`src/rtl/tcirq_pkg.sv`:
```
package tcirq_pkg;
  localparam int N_SRC     = 3;
  localparam int DATA_W    = 8;
  localparam int IRQ_LINES = 16;
  localparam int SEL_W     = 3;

  // configuration word layout
  localparam int CFG_EN_BIT   = 0;
  localparam int CFG_SEL_LSB  = 1;
  localparam int CFG_MASK_LSB = 4;

  // select code to legacy IRQ number
  function automatic logic [3:0] irq_line(input logic [SEL_W-1:0] sel);
    case (sel)
      3'd0:    irq_line = 4'd3;
      3'd1:    irq_line = 4'd4;
      3'd2:    irq_line = 4'd5;
      3'd3:    irq_line = 4'd10;
      3'd4:    irq_line = 4'd6;
      3'd5:    irq_line = 4'd7;
      3'd6:    irq_line = 4'd9;
      default: irq_line = 4'd11;
    endcase
  endfunction
endpackage

```
`src/rtl/tcirq_sync_edge.sv`:
```
module tcirq_sync_edge #(
  parameter int N      = 3,
  parameter int STAGES = 2
) (
  input  logic         clk_i,
  input  logic         rst_ni,
  input  logic [N-1:0] async_i,
  output logic [N-1:0] rise_o
);
  logic [N-1:0] sync_q [STAGES];
  logic [N-1:0] prev_q;

  always_ff @(posedge clk_i or negedge rst_ni) begin
    if (!rst_ni) begin
      for (int s = 0; s < STAGES; s++) sync_q[s] <= '0;
      prev_q <= '0;
    end else begin
      sync_q[0] <= async_i;
      for (int s = 1; s < STAGES; s++) sync_q[s] <= sync_q[s-1];
      prev_q <= sync_q[STAGES-1];
    end
  end

  assign rise_o = sync_q[STAGES-1] & ~prev_q;

  // a detected rise leaves the remembered level high
  p_rise_updates_prev_r2: assert property (@(posedge clk_i) disable iff (!rst_ni)
    (|rise_o) |=> ((prev_q & $past(rise_o)) == $past(rise_o)));
endmodule

```
`src/rtl/tcirq_status.sv`:
```
module tcirq_status #(
  parameter int N = 3
) (
  input  logic         clk_i,
  input  logic         rst_ni,
  input  logic [N-1:0] set_i,
  input  logic [N-1:0] clr_i,
  output logic [N-1:0] status_o
);
  logic [N-1:0] status_q;

  // set has priority over a same-cycle clear
  always_ff @(posedge clk_i or negedge rst_ni) begin
    if (!rst_ni) status_q <= '0;
    else         status_q <= (status_q & ~clr_i) | set_i;
  end

  assign status_o = status_q;

  for (genvar i = 0; i < N; i++) begin : g_chk
    p_set_wins_r4: assert property (@(posedge clk_i) disable iff (!rst_ni)
      set_i[i] |=> status_q[i]);
    p_clear_r3: assert property (@(posedge clk_i) disable iff (!rst_ni)
      (clr_i[i] && !set_i[i]) |=> !status_q[i]);
    p_hold_r3: assert property (@(posedge clk_i) disable iff (!rst_ni)
      (!clr_i[i] && !set_i[i]) |=> $stable(status_q[i]));
  end
endmodule

```
`src/rtl/tcirq_route.sv`:
```
module tcirq_route
  import tcirq_pkg::*;
#(
  parameter int N     = 3,
  parameter int LINES = 16
) (
  input  logic             clk_i,
  input  logic             rst_ni,
  input  logic             en_i,
  input  logic [SEL_W-1:0] sel_i,
  input  logic [N-1:0]     mask_i,
  input  logic [N-1:0]     status_i,
  output logic             req_o,
  output logic [LINES-1:0] irq_o
);
  assign req_o = en_i & (|(status_i & mask_i));

  always_comb begin
    irq_o = '0;
    if (req_o) irq_o[irq_line(sel_i)] = 1'b1;
  end

  p_single_line_r8: assert property (@(posedge clk_i) disable iff (!rst_ni)
    $onehot0(irq_o));
  p_quiet_disabled_r7: assert property (@(posedge clk_i) disable iff (!rst_ni)
    !en_i |-> (irq_o == '0));
endmodule

```
`src/rtl/tcirq_agg.sv`:
```
module tcirq_agg
  import tcirq_pkg::*;
(
  input  logic                 clk_i,
  input  logic                 rst_ni,
  input  logic [N_SRC-1:0]     tc_i,
  input  logic                 cfg_we_i,
  input  logic                 stat_we_i,
  input  logic                 clk_we_i,
  input  logic [DATA_W-1:0]    wdata_i,
  output logic [N_SRC-1:0]     status_o,
  output logic                 irq_req_o,
  output logic [IRQ_LINES-1:0] irq_o,
  output logic [N_SRC-1:0]     clk_ext_o
);
  logic             en_q;
  logic [SEL_W-1:0] sel_q;
  logic [N_SRC-1:0] mask_q;
  logic [N_SRC-1:0] clk_q;
  logic [N_SRC-1:0] rise;
  logic [N_SRC-1:0] clr;

  always_ff @(posedge clk_i or negedge rst_ni) begin
    if (!rst_ni) begin
      en_q   <= 1'b0;
      sel_q  <= '0;
      mask_q <= '0;
      clk_q  <= '0;
    end else begin
      if (cfg_we_i) begin
        en_q   <= wdata_i[CFG_EN_BIT];
        sel_q  <= wdata_i[CFG_SEL_LSB +: SEL_W];
        mask_q <= wdata_i[CFG_MASK_LSB +: N_SRC];
      end
      if (clk_we_i) clk_q <= wdata_i[N_SRC-1:0];
    end
  end

  // reserved data bits are accepted and dropped
  logic unused_rsvd;
  assign unused_rsvd = ^wdata_i[DATA_W-1:CFG_MASK_LSB+N_SRC];

  assign clr       = stat_we_i ? wdata_i[N_SRC-1:0] : '0;
  assign clk_ext_o = clk_q;

  tcirq_sync_edge #(.N(N_SRC), .STAGES(2)) u_sync (
    .clk_i, .rst_ni, .async_i(tc_i), .rise_o(rise)
  );

  tcirq_status #(.N(N_SRC)) u_status (
    .clk_i, .rst_ni, .set_i(rise), .clr_i(clr), .status_o(status_o)
  );

  tcirq_route #(.N(N_SRC), .LINES(IRQ_LINES)) u_route (
    .clk_i, .rst_ni, .en_i(en_q), .sel_i(sel_q), .mask_i(mask_q),
    .status_i(status_o), .req_o(irq_req_o), .irq_o(irq_o)
  );

  p_req_on_masked_status_r5: assert property (@(posedge clk_i) disable iff (!rst_ni)
    (en_q && |(status_o & mask_q)) |-> (irq_o != '0));
  p_masked_off_r6: assert property (@(posedge clk_i) disable iff (!rst_ni)
    ((status_o & mask_q) == '0) |-> !irq_req_o);
  p_clk_sel_write_r9: assert property (@(posedge clk_i) disable iff (!rst_ni)
    clk_we_i |=> (clk_ext_o == $past(wdata_i[N_SRC-1:0])));
endmodule

```
`config.mk`:
```
export PLATFORM = sky130hd
export DESIGN_NAME = tcirq_agg
export DESIGN_NICKNAME = d
export VERILOG_FILES = /design/src/rtl/tcirq_pkg.sv /design/src/rtl/tcirq_sync_edge.sv /design/src/rtl/tcirq_status.sv /design/src/rtl/tcirq_route.sv /design/src/rtl/tcirq_agg.sv
export SDC_FILE = /design/constraint.sdc
export NUM_CORES = 1
export LEC_CHECK = 0
export ABC_AREA = 1
export BUFFER_PORTS_ARGS = -buffer_cell sky130_fd_sc_hd__clkbuf_2
export CAP_MARGIN = 20
export CORE_ASPECT_RATIO = 0.5
export CORE_MARGIN = 5
export CORE_UTILIZATION = 30
export DETAILED_ROUTE_END_ITERATION = 12
export GPL_ROUTABILITY_DRIVEN = 0
export HOLD_SLACK_MARGIN = 0.12
export PLACE_DENSITY_LB_ADDON = 0.2
export RECOVER_POWER = 100
export SETUP_SLACK_MARGIN = 0.15
export SKIP_CTS_REPAIR_TIMING = 1
export SYNTH_ARGS = -nofsm -noshare
export SYNTH_HDL_FRONTEND = slang
export SYNTH_SLANG_ARGS = --single-unit
export TNS_END_PERCENT = 30
```
`constraint.sdc`:
```
create_clock -name clk_i -period 0.9 [get_ports clk_i]
set_input_delay 0.135 -clock clk_i [delete_from_list [all_inputs] [get_ports clk_i]]
set_output_delay 0.135 -clock clk_i [all_outputs]
set_load 0.05 [all_outputs]
```
* Word level (Yosys, flattened, before mapping)
Cells that the tools add are included.
** Word-level totals
- Word-level logic and storage cells :: 32
- Bits in registers :: 22
- Bits of input ports :: 16
- Output and inout bits :: 23
** Operators by class
- Magnitude comparators :: 2
- Mux-type cells :: 6
- Bitwise operators :: 7
- Reduce and logical (&&, ||, !) cells :: 3
- Eq/ne operators :: 6
** Operators by type and width (count)
- 4-bit case mux with 7 select lines :: 1
- 16-bit two-way mux :: 1
- 3-bit bitwise AND :: 3
- 3-bit == test, second input constant :: 3
- 3-bit by 2-bit == test with 1-bit output, second input constant :: 2
- 3-bit inverter :: 2
- 4-bit by 5-bit < comparator with 1-bit output, second input constant :: 1
- 1-bit demux with 4-bit select :: 1
- 4-bit by 1-bit >= comparator with 1-bit output, second input constant :: 1
- 4-bit two-way mux :: 1
- 3-bit by 1-bit == test with 1-bit output, second input constant :: 1
- 3-bit logical NOT :: 1
- 3-bit two-way mux :: 1
- 3-bit OR :: 1
- 3-bit OR reduction :: 1
- 1-bit bitwise AND :: 1
- 1-bit logical AND :: 1
- 1-bit two-way mux :: 1

* Depth between registers and ports, before layout
Gate-level depths: netlist of the first run.
- Depth after elaboration :: 9
- Mapped depth :: 4
- Mapped depth without buffers :: 4

* Hierarchy
A second synthesis of the first run with hierarchy kept.
** Second synthesis, totals
- Cells, all modules :: 113
- Area, all modules :: 960.9 µm²
** By module, submodules not included
- tcirq_agg :: cells an instance 49, times used 1, area an instance 404.1 µm², sequential area each 250.2 µm²
- tcirq_sync_edge :: cells an instance 15, times used 1, area an instance 255.2 µm², sequential area each 225.2 µm²
- tcirq_route :: cells an instance 34, times used 1, area an instance 181.4 µm², sequential area each 0.0 µm²
- tcirq_status :: cells an instance 15, times used 1, area an instance 120.1 µm², sequential area each 75.1 µm²

* Least setup slack after synthesis of the first run
Ideal clock, no wire load.
- Path type :: reg-to-output
- Start point :: reg u_status.status_q[2], in the netlist u_status.status_o[2]
- End point :: out irq_o[10]
- Slack :: -816 ps
- Arrival :: 1581 ps
- Required time :: 765 ps
- Buffers on the path :: 0
- Cell stages (with the launch flop) :: 5
- Cell sequence :: dfrtp_1 > nand2_1 > nand3_1 > nand2_2 > nor2_1
** Between the ends
- Longest elaborated chain between the ends :: 4
** Ends and longest elaborated chain
- start, declared :: line tcirq_status.sv:10 : logic [N-1:0] status_q;
- start signal, assigned :: line tcirq_status.sv:15 : else status_q <= (status_q & ~clr_i) | set_i;
- 3-bit bitwise AND :: line tcirq_route.sv:16 : assign req_o = en_i & (|(status_i & mask_i));
- 3-bit OR reduction :: line tcirq_route.sv:16
- 1-bit bitwise AND :: line tcirq_route.sv:16
- 16-bit two-way mux :: line tcirq_route.sv:20 : if (req_o) irq_o[irq_line(sel_i)] = 1'b1;
- end, declared :: line tcirq_agg.sv:13 : output logic [IRQ_LINES-1:0] irq_o,
No other way between the ends.

* Final worst setup path of the first run
- Start point :: reg u_status.status_q[2], in the netlist u_status.status_o[2]
- End point :: out irq_req_o
** Between the ends
- Longest elaborated chain between the ends :: 3
** Ends and longest elaborated chain
- 3-bit bitwise AND :: line tcirq_route.sv:16
- 3-bit OR reduction :: line tcirq_route.sv:16
- 1-bit bitwise AND :: line tcirq_route.sv:16
- end, declared :: line tcirq_agg.sv:12 : output logic irq_req_o,
No other way between the ends.

==> impl_metrics.json, run 1 <==
{
  "area_growth_pct": 58.4,
  "numCtsBuffers": 3,
  "synth_top_family_by_area": "simple AND/OR/NAND/NOR gates",
  "cts_sinks": 22,
  "hold_ws_ps": 81.1,
  "layout_common_cells": "19 x nand2_1, 17 x dfrtp_1, 14 x clkbuf_2",
  "via_count": 722,
  "viasPerCell": 3.97,
  "clk_pin_slew_ps": 70,
  "yosys.area_share.xor_xnor": 0,
  "pwr-share-comb": 0.281,
  "p_leak_nw": 0.671,
  "portBuffers": 29,
  "seq_area_frac_synth": 0.614,
  "finalHoldViolCount": 0,
  "setup_violations": 15,
  "core-area_sq_mm": 0.00293,
  "cts_tree": "yes",
  "arrival_ps": 1230,
  "p_per_area_mw_per_mm2": 1690,
  "syn_inst": 98,
  "drv_cap": 0,
  "internal_power_mw": 1.61,
  "clock_power_share": 0.249,
  "post-synth-top-area-fraction": 0.614,
  "final.fill_count": 283,
  "critical_path_depth": 5,
  "initial_core_util": 0.307,
  "drt-total-wl_um": 1730,
  "max_freq_mhz": 731,
  "worst_hold_path_type": "in -> reg",
  "syn-cell-area_sq_um": 897,
  "htreeDepth": 1,
  "synth-seq-cells": 22,
  "ant_nets": 0,
  "synth_area_per_cell_sq_um": 9.15,
  "clk-insertion-delay-late_ps": 260,
  "critPathBufInv": 2,
  "grt_pass1_wl_um": 2770,
  "yosysUniqueCellTypes": 11,
  "power.total_mw": 2.41,
  "finalNetCount": 159,
  "yosysWarnings": 0,
  "cpMaxStageDelayCell": "dfrtp_2",
  "placed_area_sq_mm": 0.00123,
  "design_area_sq_mm": 0.00142,
  "drc": 0,
  "final_common_cell": "nand2_1",
  "finalMaxSlewViolations": 0,
  "reg2reg_depth": 4,
  "root_buffer": "clkbuf_8",
  "path_cells": "nand2_2 -> nand3_4 -> nand2_8 -> clkinvlp_4 -> buf_6",
  "diodes": 0,
  "swShare": 0.330,
  "grt_max_degree": 23,
  "violations": "negative setup slack",
  "power.share.sequential": 0.470,
  "synth_compound_area_frac": 0.0725,
  "cp-start-kind": "flip-flop",
  "power.switching_mw": 0.795,
  "cp_max_fo": 5,
  "dieArea_sq_mm": 0.00425,
  "period_needed_ps": 1370,
  "antenna_found_initial": 0,
  "synthTopCellsByArea": "dfrtp_1 61%, nand2_1 9.6%, buf_4 7.5%",
  "drt_pass1_iterations": 3,
  "fp.dieH_um": 48.7,
  "instances_no_fill": 182,
  "critPathMaxStageDelay_ps": 410,
  "drt_iter0_markers": 44,
  "die_x_um": 87.3,
  "synth_mux_area_frac": 0,
  "rsz0062_at_grt": "true",
  "synthAdderAreaFrac": 0,
  "wire_per_inst_um": 9.52,
  "finalCritPeriodShare": 1.52,
  "dp_hpwl_um": 1320,
  "core.rowCount": 14,
  "end_kind": "output pin",
  "grt_pass1_vias": 646,
  "required_ps": 760,
  "status": "finished, violations left",
  "dp_cells": 172,
  "synthSimpleGateAreaFrac": 0.176,
  "layout-drive-gt1-share": 0.465,
  "yosysTopAreaCell": "dfrtp_1",
  "setup_ws_ps": -467,
  "grt_usage": 0.0842,
  "vdd_drop_max_mv": 0.904,
  "path_class": "reg -> out",
  "grt-ovfl-total": 0,
  "cp_top_family": "flip-flops",
  "io_pins": 39,
  "clock_path_buffers": 2,
  "holdPathStages": 3,
  "fin_skew_ps": 6.98
}
==> flip-flops by register name, indices dropped and copies added, names as in the netlist <==
| register | flops |
|---|---|
| clk_ext_o | 3 |
| u_status.status_o | 3 |
| u_sync.sync_q | 6 |
| sel_q | 3 |
| u_sync.prev_q | 3 |
| mask_q | 3 |
| en_q | 1 |
==> Yosys cell counts <==
master   instances
buf_4            9
nand2_1         23
nand2_2          1
dfrtp_1         22
o21ai_0         13
inv_1           13
inv_2            1
nor2_1           9
nor2_2           1
conb_1           1
nand3_1          5
==> path summary, 6_finish.rpt <==
| kind | startpoint | to | slack [ps] |
|---|---|---|---|
| setup / recovery | u_status.status_o[2]$_DFF_PN0_ | irq_req_o | -470 |
| hold / removal | wdata_i[3] | sel_q[2]$_DFFE_PN0P_ | 80 |
| setup reg to reg | u_status.status_o[1]$_DFF_PN0_ | u_status.status_o[1]$_DFF_PN0_ | 10 |
| hold reg to reg | u_sync.sync_q[3]$_DFF_PN0_ | u_sync.sync_q[0]$_DFF_PN0_ | 350 |
| max in group asynchronous | rst_ni | sel_q[0]$_DFFE_PN0P_ | 240 |
| min in group asynchronous | rst_ni | u_status.status_o[2]$_DFF_PN0_ | 420 |
==> logic make-up after synthesis <==
group | Yosys count
AOI/OAI and AO/OA | 13
buffers and inverters | 23
DFF | 22
other | 1
and+or+nand+nor | 39
==> worst register-to-register path: stages (launching register included) <==
cell and delay, ps:
dfrtp_2 410, buf_4 130, buf_4 130, nand2_2 60
o21ai_2 50
==> power groups by stage <==
| stage | Clock (mW) | Sequential (mW) | Combinational (mW) |
|---|---|---|---|
| 2_1_floorplan | 0 | 1.23 | 0.333 |
| 4_1_cts | 0.634 | 1.11 | 0.601 |
| 3_3_place_gp | 0 | 1.13 | 0.600 |
| 6_report | 0.598 | 1.13 | 0.677 |
| 3_5_place_dp | 0 | 1.13 | 0.600 |
| 5_1_grt | 0.676 | 1.14 | 0.725 |
==> metrics by stage <==
stage	util	TNS [ps]	setup WS [ps]
floorplan	-	-3530	-409
detailed placement	0.421	-2430	-329
global route	0.486	-5750	-535
finish	0.486	-4910	-467
CTS	0.437	-6270	-625
global placement	0.421	-2370	-322
==> metal layers <==
layer,GRT usage,vias up,wire length (um)
met5,0,-,0
met4,0.0459,0,28
met3,0.0305,2,115
met2,0.135,21,859
met1,0.0974,324,730
li1,-,375,-
==> cell type report <==
class / instances / area [sq um] / share of cell area
tap: 40 / 50.0 / 0.0352
sequential: 22 / 557 / 0.392
timing repair buffer: 41 / 342 / 0.240
inverter: 14 / 56.3 / 0.0396
clock buffer: 4 / 45.0 / 0.0317
multi-input combinational: 61 / 372 / 0.261
(Power assumes the default switching activity.)
==> run 2: changes to the inputs <==
--- a/config.mk
+++ b/config.mk
@@ -8,13 +8,12 @@
 export ABC_AREA = 1
 export BUFFER_PORTS_ARGS = -buffer_cell sky130_fd_sc_hd__clkbuf_2
 export CAP_MARGIN = 20
-export CORE_ASPECT_RATIO = 0.5
 export CORE_MARGIN = 5
-export CORE_UTILIZATION = 30
+export CORE_UTILIZATION = 45
 export DETAILED_ROUTE_END_ITERATION = 12
 export GPL_ROUTABILITY_DRIVEN = 0
 export HOLD_SLACK_MARGIN = 0.12
-export PLACE_DENSITY_LB_ADDON = 0.2
+export PLACE_DENSITY = 0.76
 export RECOVER_POWER = 100
 export SETUP_SLACK_MARGIN = 0.15
 export SKIP_CTS_REPAIR_TIMING = 1
==> constraint.sdc (replaced) <==
create_clock -name clk_i -period 1.4 [get_ports clk_i]
set_input_delay 0.21 -clock clk_i [delete_from_list [all_inputs] [get_ports clk_i]]
set_output_delay 0.21 -clock clk_i [all_outputs]
set_load 0.05 [all_outputs]
==> run 2 against run 1 <==
The flow still finishes with violations (negative setup slack). Critical path depth stayed put. Clock power down 42%. Setup slack better by 320 ps. Final area fell by 6.8%. Cell count decreased by 8.8%. Clock skew down 2.7 ps. Utilization grew 20 points. First-iteration DRC count down 84%. Die area decreased by 30%. Total power decreased by 39%. Count of clock-buffer cells in the layout unchanged. Routed wire length is 5.3% higher. Largest cell class unchanged. Highest routed layer unchanged.
==> impl_metrics.json, run 2 (synthesis results as in run 1) <==
{
  "status": "finished, violations left",
  "violations": "negative setup slack",
  "cp_max_fo": 5,
  "p_per_area_mw_per_mm2": 1110,
  "dieArea_sq_mm": 0.00299,
  "via_count": 717,
  "worst_hold_path_type": "in -> reg",
  "initial_core_util": 0.467,
  "setup_ws_ps": -143,
  "grt-ovfl-total": 0,
  "final_util": 0.689,
  "layout_common_cells": "20 x nand2_1, 20 x clkbuf_2, 18 x dfrtp_1",
  "die_x_um": 54.7,
  "clk_pin_slew_ps": 120,
  "drt_iter0_markers": 7,
  "hold_ws_ps": 118,
  "largest_reg_flops": 6,
  "vdd_drop_max_mv": 0.928,
  "grt_pass1_vias": 626,
  "placed_area_sq_mm": 0.00112,
  "slew_headroom": 0.664,
  "setup_violations": 9,
  "portBuffers": 29,
  "final.fill_count": 155,
  "finalNetCount": 156,
  "drt_pass1_iterations": 4,
  "drt-total-wl_um": 1830,
  "drc": 0,
  "path_class": "reg -> out",
  "cpMaxStageDelayCell": "dfrtp_2",
  "dp_hpwl_um": 1320,
  "ant_nets": 0,
  "top_register": "u_sync.sync_q",
  "grt_max_degree": 23,
  "end_kind": "output pin",
  "clock_path_buffers": 2,
  "p_leak_nw": 0.643,
  "fin_skew_ps": 4.24,
  "cts_sinks": 22,
  "area_growth_pct": 47.7,
  "cts_tree": "yes",
  "drv_cap": 0,
  "grt_usage": 0.126,
  "required_ps": 1190,
  "diodes": 0,
  "wire_per_inst_um": 11.0,
  "finalCritPeriodShare": 1.10,
  "htreeDepth": 1,
  "grt_pass1_wl_um": 2610,
  "io_pins": 39,
  "finalHoldViolCount": 0,
  "antenna_found_initial": 0,
  "period_needed_ps": 1540,
  "clk-insertion-delay-late_ps": 300,
  "worst_slew_pin_slew_ps": 504,
  "core-area_sq_mm": 0.00192,
  "root_buffer": "clkbuf_4",
  "path_cells": "nand2_2 -> nand3_4 -> nand2_8 -> clkinvlp_4 -> buf_6",
  "fp.dieH_um": 54.7,
  "cp-start-kind": "flip-flop",
  "arrival_ps": 1330,
  "setup_tns_ps": -1050,
  "max_freq_mhz": 648,
  "numCtsBuffers": 3,
  "finalMaxSlewViolations": 0,
  "design_area_sq_mm": 0.00133,
  "layout-drive-gt1-share": 0.417,
  "rsz0062_at_grt": "true",
  "viasPerCell": 4.32,
  "critPathMaxStageDelay_ps": 440,
  "core.rowCount": 16
}
## run 2: changes by cell type in the layout (fill, tap and decap cells not counted), sizes merged
cell / before / now
buf: 22 / 11
clkbuf: 19 / 24
dlygate4sd3: 4 / 7
## run 2: layer usage
layer,GRT usage,vias to the layer above,part of all wire
li1,-,367,-
met1,0.138,326,0.36
met2,0.213,20,0.54
met3,0.0354,4,0.079
met4,0.0747,0,0.019
met5,0,-,0
## run 2: report_power, final
part | switching, mW | internal, mW
Sequential | 0.0408 | 0.686
Combinational | 0.281 | 0.112
Clock | 0.187 | 0.159
## run 2: worst paths after layout
| check | slack [ps] | cells past startpoint | to | from |
|---|---|---|---|---|
| hold reg to reg | 370 | 0 | u_sync.sync_q[1]$_DFF_PN0_ | u_sync.sync_q[4]$_DFF_PN0_ |
| setup / recovery | -140 | 5 | irq_req_o | u_status.status_o[0]$_DFF_PN0_ |
| min in group asynchronous | 390 | 2 | u_sync.sync_q[5]$_DFF_PN0_ | rst_ni |
| max in group asynchronous | 650 | 2 | sel_q[0]$_DFFE_PN0P_ | rst_ni |
| setup reg to reg | 580 | 2 | en_q$_DFFE_PN0P_ | en_q$_DFFE_PN0P_ |
| hold / removal | 120 | 3 | mask_q[0]$_DFFE_PN0P_ | wdata_i[4] |
## run 2: worst max-delay path, delay by kind of cell, from the launching register on
| family | cells | cell delay [ps] |
|---|---|---|
| buffers and inverters | 2 | 240 |
| DFF | 1 | 440 |
| and+or+nand+nor | 3 | 340 |
## run 2: layout make-up
type                       count  area (sq um)  share of cell area
inverter                      14          56.3              0.0425
clock buffer                   4          36.3              0.0274
sequential                    22           556               0.419
timing repair buffer          38           283               0.213
tap                           27          33.8              0.0255
multi-input combinational     61           360               0.272
## run 2: metrics by stage
stage	instances	power, mW	worst slack, ps
after floorplan	105	1.01	15.6
final	166	1.46	-143
after CTS	156	1.41	-276
after global routing	166	1.54	-208
after detailed placement	152	1.07	71.5
after global placement	152	1.06	87.8
==> run 3: changes to the inputs <==
--- a/config.mk
+++ b/config.mk
@@ -5,7 +5,7 @@
 export SDC_FILE = /design/constraint.sdc
 export NUM_CORES = 1
 export LEC_CHECK = 0
-export ABC_AREA = 1
+export ABC_AREA = 0
 export BUFFER_PORTS_ARGS = -buffer_cell sky130_fd_sc_hd__clkbuf_2
 export CAP_MARGIN = 20
 export CORE_MARGIN = 5
@@ -20,4 +20,3 @@
 export SYNTH_ARGS = -nofsm -noshare
 export SYNTH_HDL_FRONTEND = slang
 export SYNTH_SLANG_ARGS = --single-unit
-export TNS_END_PERCENT = 30
==> run 3 against run 2 <==
The run still ends with negative setup slack left. Utilization rose by 2.4 points. Setup slack got worse by 300 ps. Hold slack improved by 22 ps. Sequential power barely moved. Final area rose by 4.5%. Cell count fell by 16%. First-iteration DRC count fell by 86%. Synthesized area rose by 0.42%. Die area rose by 0.33%. Clock power fell by 5%. Critical path type unchanged. Largest cell class unchanged. Largest power group unchanged.
==> impl_metrics.json, run 3 <==
{
  "status": "finished, violations left",
  "violations": "negative setup slack",
  "drv_cap": 0,
  "diodes": 0,
  "finalCritPeriodShare": 1.32,
  "grt-ovfl-total": 0,
  "via_count": 643,
  "path_cells": "a222oi_1 -> buf_4 -> buf_8 -> nor4_4 -> buf_6",
  "synth_compound_area_frac": 0.0403,
  "largest_reg_flops": 6,
  "hold_ws_ps": 140,
  "die_x_um": 54.7,
  "syn-cell-area_sq_um": 901,
  "r2r-end": "sel_q[1]$_DFFE_PN0P_",
  "vdd_drop_max_mv": 0.860,
  "p_leak_nw": 0.652,
  "grt_pass1_vias": 614,
  "antenna_found_initial": 0,
  "finalMaxSlewViolations": 0,
  "dieArea_sq_mm": 0.00300,
  "critPathMaxStageDelay_ps": 420,
  "cp_top_family": "buffers and inverters",
  "grt_max_degree": 23,
  "cp_max_fo": 5,
  "fp.dieH_um": 54.7,
  "layout-drive-gt1-share": 0.598,
  "multi_input_area_sq_um": 383,
  "arrival_ps": 1640,
  "placed_area_sq_mm": 0.00119,
  "ant_nets": 0,
  "cts_tree": "yes",
  "final_util": 0.713,
  "dp_cells": 128,
  "fin_skew_ps": 2.34,
  "synth_top_family_by_area": "multiplexers",
  "core-area_sq_mm": 0.00194,
  "post-synth-top-area-fraction": 0.611,
  "grt_pass1_wl_um": 2720,
  "clock_path_buffers": 2,
  "synthAdderAreaFrac": 0,
  "drt_pass1_iterations": 4,
  "initial_core_util": 0.464,
  "synth_mux_area_frac": 0.125,
  "numCtsBuffers": 3,
  "wire_per_inst_um": 13.4,
  "grtUsageMet3": 0.0272,
  "clk_pin_slew_ps": 110,
  "core.rowCount": 16,
  "yosysTopAreaCell": "dfrtp_1",
  "whs_endpoint": "mask_q[0]$_DFFE_PN0P_",
  "ys.flop_type": "dfrtp_1",
  "drt-total-wl_um": 1870,
  "worstHoldStart": "wdata_i[4]",
  "place_ws_ps": -152,
  "reg2reg_depth": 1,
  "path_class": "reg -> out",
  "startpoint": "u_status.status_o[0]$_DFF_PN0_",
  "met2_usage": 0.213,
  "period_needed_ps": 1850,
  "syn_inst": 67,
  "yosysUniqueCellTypes": 21,
  "dp_hpwl_um": 1360,
  "design_area_sq_mm": 0.00139,
  "reg2reg_from": "sel_q[1]$_DFFE_PN0P_",
  "synthSimpleGateAreaFrac": 0.122,
  "finalHoldViolCount": 0,
  "p_per_area_mw_per_mm2": 1130,
  "required_ps": 1190,
  "final_common_cell": "dfrtp_1",
  "layout_common_cells": "18 x dfrtp_1, 17 x clkbuf_2, 10 x mux2_2, 10 x buf_6, 8 x conb_1",
  "final.fill_count": 154,
  "setup_ws_ps": -445,
  "worst_slew_pin_slew_ps": 509,
  "rsz0062_at_grt": "true",
  "area_growth_pct": 53.8,
  "seq_area_frac_synth": 0.611,
  "io_pins": 39,
  "synthTopCellsByArea": "dfrtp_1 61%, mux2_2 13%, buf_4 7.5%",
  "root_buffer": "clkbuf_4",
  "regToRegSetupSlack_ps": 420,
  "yosysMostFrequentCell": "dfrtp_1",
  "grt_usage": 0.127,
  "critPathBufInv": 3,
  "drt_iter0_markers": 1,
  "slew_headroom": 0.661,
  "portBuffers": 29,
  "viasPerCell": 4.63,
  "finalNetCount": 129,
  "cp-start-kind": "flip-flop",
  "top_usage_layer": "met2",
  "yosysWarnings": 0,
  "power.total_mw": 1.57,
  "cts_sinks": 22,
  "clk-insertion-delay-late_ps": 290,
  "synthArstFlopShare": 1.00,
  "worst_hold_path_type": "in -> reg",
  "grt_use_met1": 0.163,
  "yosys.area_share.xor_xnor": 0,
  "max_freq_mhz": 542,
  "cpMaxStageDelayCell": "dfrtp_2",
  "synth_common_cells": "22 x dfrtp_1, 10 x mux2_2, 9 x buf_4",
  "instances_no_fill": 139,
  "synth_area_per_cell_sq_um": 13.4,
  "setup_violations": 9,
  "holdPathStages": 2,
  "end_kind": "output pin",
  "synth-seq-cells": 22,
  "drc": 0,
  "seqCellArea_sq_um": 556,
  "setup_tns_ps": -3810,
  "top_register": "u_sync.sync_q",
  "synth_edf_count": 0,
  "htreeDepth": 1
}
==> run 3: changes by cell type in the layout (fill, tap and decap cells not counted), sizes merged, moves of 5 or more <==
cell / before / now
buf: 11 / 21
inv: 13 / 3
mux2: 0 / 10
nand2: 25 / 4
nand3: 5 / 0
nor2: 10 / 1
o21ai: 13 / 0
==> run 3: logic make-up after synthesis <==
kind of cell           count (synthesis)
flip-flops                            22
AND/OR/NAND/NOR                       16
buffers and inverters                 14
multiplexers                          10
AO/OA/AOI/OAI                          4
other                                  1
==> run 3: how the worst max path moves through the flow <==
stage | to | slack, ps | cells past startpoint
after CTS | irq_o[4] | -510 | 4
after global placement | irq_o[7] | -150 | 4
final | irq_o[4] | -450 | 5
after floorplan | irq_o[10] | -310 | 3
after detailed placement | irq_o[4] | -150 | 4
after global routing | irq_o[7] | -500 | 5
==> run 3: cell type report <==
type | count | area share
tap | 27 | 0.0244
timing repair buffer | 45 | 0.264
multi-input combinational | 38 | 0.276
inverter | 3 | 0.00813
clock buffer | 4 | 0.0262
sequential | 22 | 0.401
==> run 3: report_power, final <==
group / internal (mW) / switching, mW
combinational: 0.208 / 0.310
clock: 0.158 / 0.170
sequential: 0.689 / 0.0367
==> run 3: routing by layer <==
layer | share of wire | vias up | routed length (um)
met5 | 0 | - | 0
met4 | 0 | 0 | 0
met3 | 0.078 | 0 | 145
met2 | 0.55 | 24 | 1040
met1 | 0.37 | 312 | 689
li1 | - | 307 | -
